File: src/rtl/spi_sram_pkg.sv
package spi_sram_pkg;

    typedef enum logic [2:0] {
        ST_IDLE,
        ST_SETUP,
        ST_GAP,
        ST_SHIFT,
        ST_HOLD,
        ST_REST
    } seq_state_e;

    localparam logic [7:0] OP_WRITE  = 8'h02;
    localparam logic [7:0] OP_READ   = 8'h03;
    localparam int         HDR_BYTES = 4;

endpackage

File: src/rtl/sck_tick_gen.sv
module sck_tick_gen #(
    parameter int DIV = 4
) (
    input  logic clk,
    input  logic rst_n,
    input  logic clr,
    output logic tick
);
    localparam int CW = (DIV > 1) ? $clog2(DIV) : 1;

    logic [CW-1:0] cnt_d, cnt_q;

    always_comb begin
        tick  = (cnt_q == CW'(DIV - 1));
        cnt_d = (clr || tick) ? '0 : cnt_q + CW'(1);
    end

    always_ff @(posedge clk or negedge rst_n) begin
        if (!rst_n) cnt_q <= '0;
        else        cnt_q <= cnt_d;
    end
endmodule

File: src/rtl/spi_byte_shifter.sv
module spi_byte_shifter #(
    parameter int BW = 8
) (
    input  logic          clk,
    input  logic          rst_n,
    input  logic          load,
    input  logic [BW-1:0] load_byte,
    input  logic          rise,
    input  logic          fall,
    input  logic          miso,
    output logic          mosi,
    output logic [BW-1:0] rx_byte,
    output logic          last_fall
);
    localparam int CW = $clog2(BW);

    typedef struct packed {
        logic [BW-1:0] tx;
        logic [BW-1:0] rx;
        logic [CW-1:0] cnt;
    } shf_t;

    shf_t s_d, s_q;

    always_comb begin
        s_d = s_q;
        if (load) begin
            s_d.tx  = load_byte;
            s_d.cnt = '0;
        end else begin
            if (rise) s_d.rx = {s_q.rx[BW-2:0], miso};
            if (fall) begin
                s_d.tx  = {s_q.tx[BW-2:0], 1'b0};
                s_d.cnt = s_q.cnt + CW'(1);
            end
        end
        mosi      = s_q.tx[BW-1];
        rx_byte   = s_q.rx;
        last_fall = fall && (s_q.cnt == CW'(BW - 1));
    end

    always_ff @(posedge clk or negedge rst_n) begin
        if (!rst_n) s_q <= '0;
        else        s_q <= s_d;
    end
endmodule

File: src/rtl/spi_sram_seq_ctrl.sv
module spi_sram_seq_ctrl
    import spi_sram_pkg::*;
#(
    parameter int HALF_DIV = 4,
    parameter int LEN_W    = 17
) (
    input  logic             clk,
    input  logic             rst_n,
    input  logic             cmd_valid,
    output logic             cmd_ready,
    input  logic             cmd_rd,
    input  logic [LEN_W-1:0] cmd_len,
    input  logic [7:0]       wr_data,
    input  logic             wr_valid,
    output logic             wr_ready,
    output logic [7:0]       rd_data,
    output logic             rd_valid,
    input  logic             rd_ready,
    output logic             sck,
    output logic             cs_n,
    output logic             mosi,
    input  logic             miso
);
    localparam int HW = $clog2(HDR_BYTES + 1);

    typedef struct packed {
        seq_state_e       st;
        logic             sck;
        logic             cs_n;
        logic             rd;
        logic [LEN_W-1:0] rem;
        logic [HW-1:0]    hdr;
        logic             pend;
        logic [7:0]       rbuf;
    } ctl_t;

    ctl_t q, n;

    logic       tick, clr, load, rise, fall, last_fall;
    logic [7:0] load_byte, rx_byte;

    sck_tick_gen #(.DIV(HALF_DIV)) u_tick (
        .clk   (clk),
        .rst_n (rst_n),
        .clr   (clr),
        .tick  (tick)
    );

    spi_byte_shifter #(.BW(8)) u_shf (
        .clk       (clk),
        .rst_n     (rst_n),
        .load      (load),
        .load_byte (load_byte),
        .rise      (rise),
        .fall      (fall),
        .miso      (miso),
        .mosi      (mosi),
        .rx_byte   (rx_byte),
        .last_fall (last_fall)
    );

    always_comb begin
        n         = q;
        clr       = 1'b0;
        load      = 1'b0;
        load_byte = '0;
        cmd_ready = 1'b0;
        wr_ready  = 1'b0;
        rise      = (q.st == ST_SHIFT) && tick && !q.sck;
        fall      = (q.st == ST_SHIFT) && tick &&  q.sck;

        case (q.st)
            ST_IDLE: begin
                cmd_ready = 1'b1;
                if (cmd_valid) begin
                    n.st   = ST_SETUP;
                    n.cs_n = 1'b0;
                    n.rd   = cmd_rd;
                    n.rem  = cmd_len;
                    n.hdr  = '0;
                    clr    = 1'b1;
                end
            end
            ST_SETUP: begin
                if (tick) n.st = ST_GAP;
            end
            ST_GAP: begin
                if (q.pend) begin
                    if (rd_ready) n.pend = 1'b0;
                end else if (q.hdr < HW'(HDR_BYTES)) begin
                    load      = 1'b1;
                    load_byte = (q.hdr == '0) ? (q.rd ? OP_READ : OP_WRITE) : 8'h00;
                    n.st      = ST_SHIFT;
                    clr       = 1'b1;
                end else if (q.rem != '0) begin
                    if (!q.rd) begin
                        wr_ready = 1'b1;
                        if (wr_valid) begin
                            load      = 1'b1;
                            load_byte = wr_data;
                            n.st      = ST_SHIFT;
                            clr       = 1'b1;
                        end
                    end else begin
                        load = 1'b1;
                        n.st = ST_SHIFT;
                        clr  = 1'b1;
                    end
                end else begin
                    n.st = ST_HOLD;
                    clr  = 1'b1;
                end
            end
            ST_SHIFT: begin
                if (tick) n.sck = !q.sck;
                if (last_fall) begin
                    n.st = ST_GAP;
                    if (q.hdr < HW'(HDR_BYTES)) begin
                        n.hdr = q.hdr + HW'(1);
                    end else begin
                        n.rem = q.rem - LEN_W'(1);
                        if (q.rd) begin
                            n.pend = 1'b1;
                            n.rbuf = rx_byte;
                        end
                    end
                end
            end
            ST_HOLD: begin
                if (tick) begin
                    n.cs_n = 1'b1;
                    n.st   = ST_REST;
                end
            end
            ST_REST: begin
                if (tick) n.st = ST_IDLE;
            end
            default: n.st = ST_IDLE;
        endcase

        sck      = q.sck;
        cs_n     = q.cs_n;
        rd_valid = (q.st == ST_GAP) && q.pend;
        rd_data  = q.rbuf;
    end

    always_ff @(posedge clk or negedge rst_n) begin
        if (!rst_n) begin
            q      <= '0;
            q.st   <= ST_IDLE;
            q.cs_n <= 1'b1;
        end else begin
            q <= n;
        end
    end
endmodule

File: config.mk
export PLATFORM = sky130hd
export DESIGN_NAME = spi_sram_seq_ctrl
export DESIGN_NICKNAME = d
export VERILOG_FILES = /design/src/rtl/spi_sram_pkg.sv /design/src/rtl/sck_tick_gen.sv /design/src/rtl/spi_byte_shifter.sv /design/src/rtl/spi_sram_seq_ctrl.sv
export SDC_FILE = /design/constraint.sdc
export NUM_CORES = 1
export LEC_CHECK = 0
export CORE_UTILIZATION = 58
export CTS_BUF_LIST = sky130_fd_sc_hd__clkbuf_16
export CTS_CLUSTER_SIZE = 25
export DETAILED_ROUTE_END_ITERATION = 7
export DONT_BUFFER_PORTS = 1
export GPL_ROUTABILITY_DRIVEN = 0
export HOLD_SLACK_MARGIN = 0.05
export PLACE_DENSITY = 0.71
export REMOVE_ABC_BUFFERS = 1
export SYNTH_ARGS = -nofsm -noshare
export SYNTH_HDL_FRONTEND = slang
export SYNTH_SLANG_ARGS = --single-unit
File: constraint.sdc
create_clock -name clk -period 2.5 [get_ports clk]
set_clock_uncertainty 0.15 [all_clocks]
set_input_delay 0.25 -clock clk [delete_from_list [all_inputs] [get_ports clk]]
set_output_delay 0.25 -clock clk [all_outputs]
set_load 0.01 [all_outputs]
==> flow_metrics.tcl <==
set metrics [dict create \
    fp.dieH_um 74.8 \
    synth_edf_count 0 \
    numCtsBuffers 5 \
    hold_viol_final 0 \
    ys_seq_elements 56 \
    cts_max_path_buffers 2 \
    synth.cell_area_um2 3070 \
    cts-root-buf "clkbuf_16" \
    syn_avg_cell_area_um2 9.95 \
    drc 0 \
    cts_resized 0 \
    grt_pass1_wl_um 11000 \
    grt_usage_pct 26.4 \
    timing.fmax_mhz 436 \
    dr.pass1.iters 5 \
    post_layout_nonfiller_instances 403 \
    power.density_nw_per_um2 838 \
    ios 46 \
    fillers 422 \
    start_util_pct 60.2 \
    drt_wl_total_um 6740 \
    hold_class "input port to flop" \
    ir_drop_mv 0.505 \
    max_slew_margin_pct 17.3 \
    hpwl_um 4400 \
    clock-sinks 56 \
    drt_iter0_drc 195 \
    fp.dieArea_um2 5600 \
    cts_max_level 2 \
    most-common-layout-cells "dfrtp_1, nand2_1, dlygate4sd3_1" \
    gr-total-overflow 0 \
    finalSetupTns_ns 0 \
    p_leak_nw 1.57 \
    crit_type "flop to flop" \
    drive_above_1_share_pct 15.9 \
    fin_nets 371 \
    rows 26 \
    worstPathMaxFanout 18 \
    layout_commonest_cell "dfrtp_1" \
    endpoint_kind "flop" \
    grt_pass1_vias 2270 \
    drv_cap 0 \
    dp_cells 367 \
    clk-insertion-delay-late_ns 0.29 \
    ys_warn_count 0 \
    rsz0062_at_grt "no" \
    required_ns 2.53 \
    setup_violations 0 \
    port_buffers 0 \
    viasPerCell 5.97 \
    grt_max_degree 57 \
    synth_cell_types 58 \
    clk_pin_slew_ns 0.07 \
    ys_seq_area_share_pct 45.6 \
    ant_nets 0 \
    syn_to_final_growth_pct 14.7 \
    wl_per_cell_um 16.7 \
    vias 2405 \
    min_period_over_period_pct 91.7 \
    crit_path_start_kind "flop" \
    cp_data_arrival_time_ns 2.33 \
    status "completed" \
    ys_dominant_reg_cell "dfrtp_1" \
    async_flop_share_pct 100 \
    cts_tree "done" \
    antenna_cells 0 \
    tightest_slew_ns 1.24 \
    antenna_found_initial 0 \
    timing_max_transition_violations_final 0 \
    fp.coreArea_um2 5110 \
    netlist_instances 309 \
    fin_crit_ns 2.29 \
    die_w_um 74.8 \
]
[where the power goes]
part / switching (mW) / leakage (nW) / internal [mW]
Sequential: 0.195 / 0.740 / 1.09
Combinational: 0.551 / 0.756 / 0.412
Clock: 0.327 / 0.0708 / 0.379
[timing repair]
| action | CTS | global route |
|---|---|---|
| setup endpoints to repair | 0 | 0 |
| setup buffers | 0 | 0 |
| hold buffers | 28 | 0 |
| hold endpoints to repair | 82 | 0 |
[kinds of logic after synthesis]
kind of cell,Yosys count,synth area share (%)
DFF,56,45.6
xor gates and xnor gates,2,0.570
muxes,18,6.55
adders and majority gates,7,2.85
buffers and inverters,38,6.96
AOI/OAI and AO/OA,91,19.4
and+or+nand+nor,97,18.1
[routing by layer]
| metal | part of all wire, % | vias to the layer above | track usage (%) |
|---|---|---|---|
| met1 | 45 | 1158 | 37.0 |
| met3 | 6.4 | 6 | 5.22 |
| li1 | - | 1152 | - |
| met4 | 0.65 | 0 | 5.03 |
| met5 | 0 | - | 0 |
| met2 | 48 | 89 | 43.1 |
[final timing paths]
| check | from | to | slack, ns | cells after the start |
|---|---|---|---|---|
| worst max-delay path | u_shf.s_q[0] | q[26] | 0.21 | 7 |
| worst min register to register | u_tick.cnt_q[0] | u_tick.cnt_q[0] | 0.32 | 1 |
| worst min-delay path | cmd_valid | q[29] | 0.07 | 3 |
| worst max register to register | u_shf.s_q[0] | q[26] | 0.21 | 7 |
| max in group asynchronous | rst_n | cs_n | 1.57 | 2 |
| min in group asynchronous | rst_n | q[34] | 0.36 | 2 |
[Yosys cell counts, types with 3 or more instances]
cell type	number	area, um^2
o22ai_1	6	37.5
and2_1	3	18.8
o21ai_0	26	130
a32oi_1	6	52.6
a31oi_1	3	18.8
inv_1	17	63.8
o2bb2ai_1	3	26.3
dfrtp_1	55	1380
nand2_1	28	105
and3_1	3	18.8
a22oi_1	5	37.5
nor3_1	7	35.0
buf_6	4	45.0
a21oi_1	23	115
ha_1	7	87.6
buf_4	9	67.6
nor2_1	25	93.8
nand3_1	3	15.0
nor2b_1	4	25.0
mux2_2	17	191
buf_2	6	30.0
a22o_1	3	26.3
[area by class of cell]
type                    instances  area (um^2)  share of cell area [%]
well taps                      70         87.6                    2.48
clock inverters                 3         25.0                   0.709
repair buffers                 37          365                    10.4
clock buffers                   5          125                    3.55
inverters                      17         63.8                    1.81
flip-flops and latches         56         1400                    39.8
multi-input cells             215         1460                    41.3
[metrics by stage]
| stage | utilization (%) | power (mW) | hold slack [ns] | cell area [um^2] | setup WS, ns |
|---|---|---|---|---|---|
| floorplan | - | 1.94 | -0.196 | 2920 | 0.392 |
| global placement | 60.3 | 2.16 | -0.195 | 3080 | 0.320 |
| detailed placement | 60.3 | 2.18 | -0.194 | 3080 | 0.261 |
| CTS | 69.1 | 2.97 | 0.0577 | 3530 | 0.231 |
| global route | 69.1 | 3.16 | 0.0724 | 3530 | 0.0552 |
| finish | 69.1 | 2.96 | 0.0712 | 3530 | 0.206 |
[state kept, by name, indices dropped and copies added, names as in the netlist]
name and cells:
q 25, sck 1, u_tick.cnt_q 2, cs_n 1, u_shf.mosi 1, u_shf.rx_byte 8
u_shf.s_q 10, rd_data 8
[worst max-delay path, stage by stage (launching register included)]
cell	delay, ns
dfrtp_1	0.38
ha_1	0.17
ha_1	0.16
and3_1	0.23
nand2_4	0.17
o21ai_1	0.52
o21ai_0	0.19
a22o_1	0.22
(Power assumes the default switching activity.)
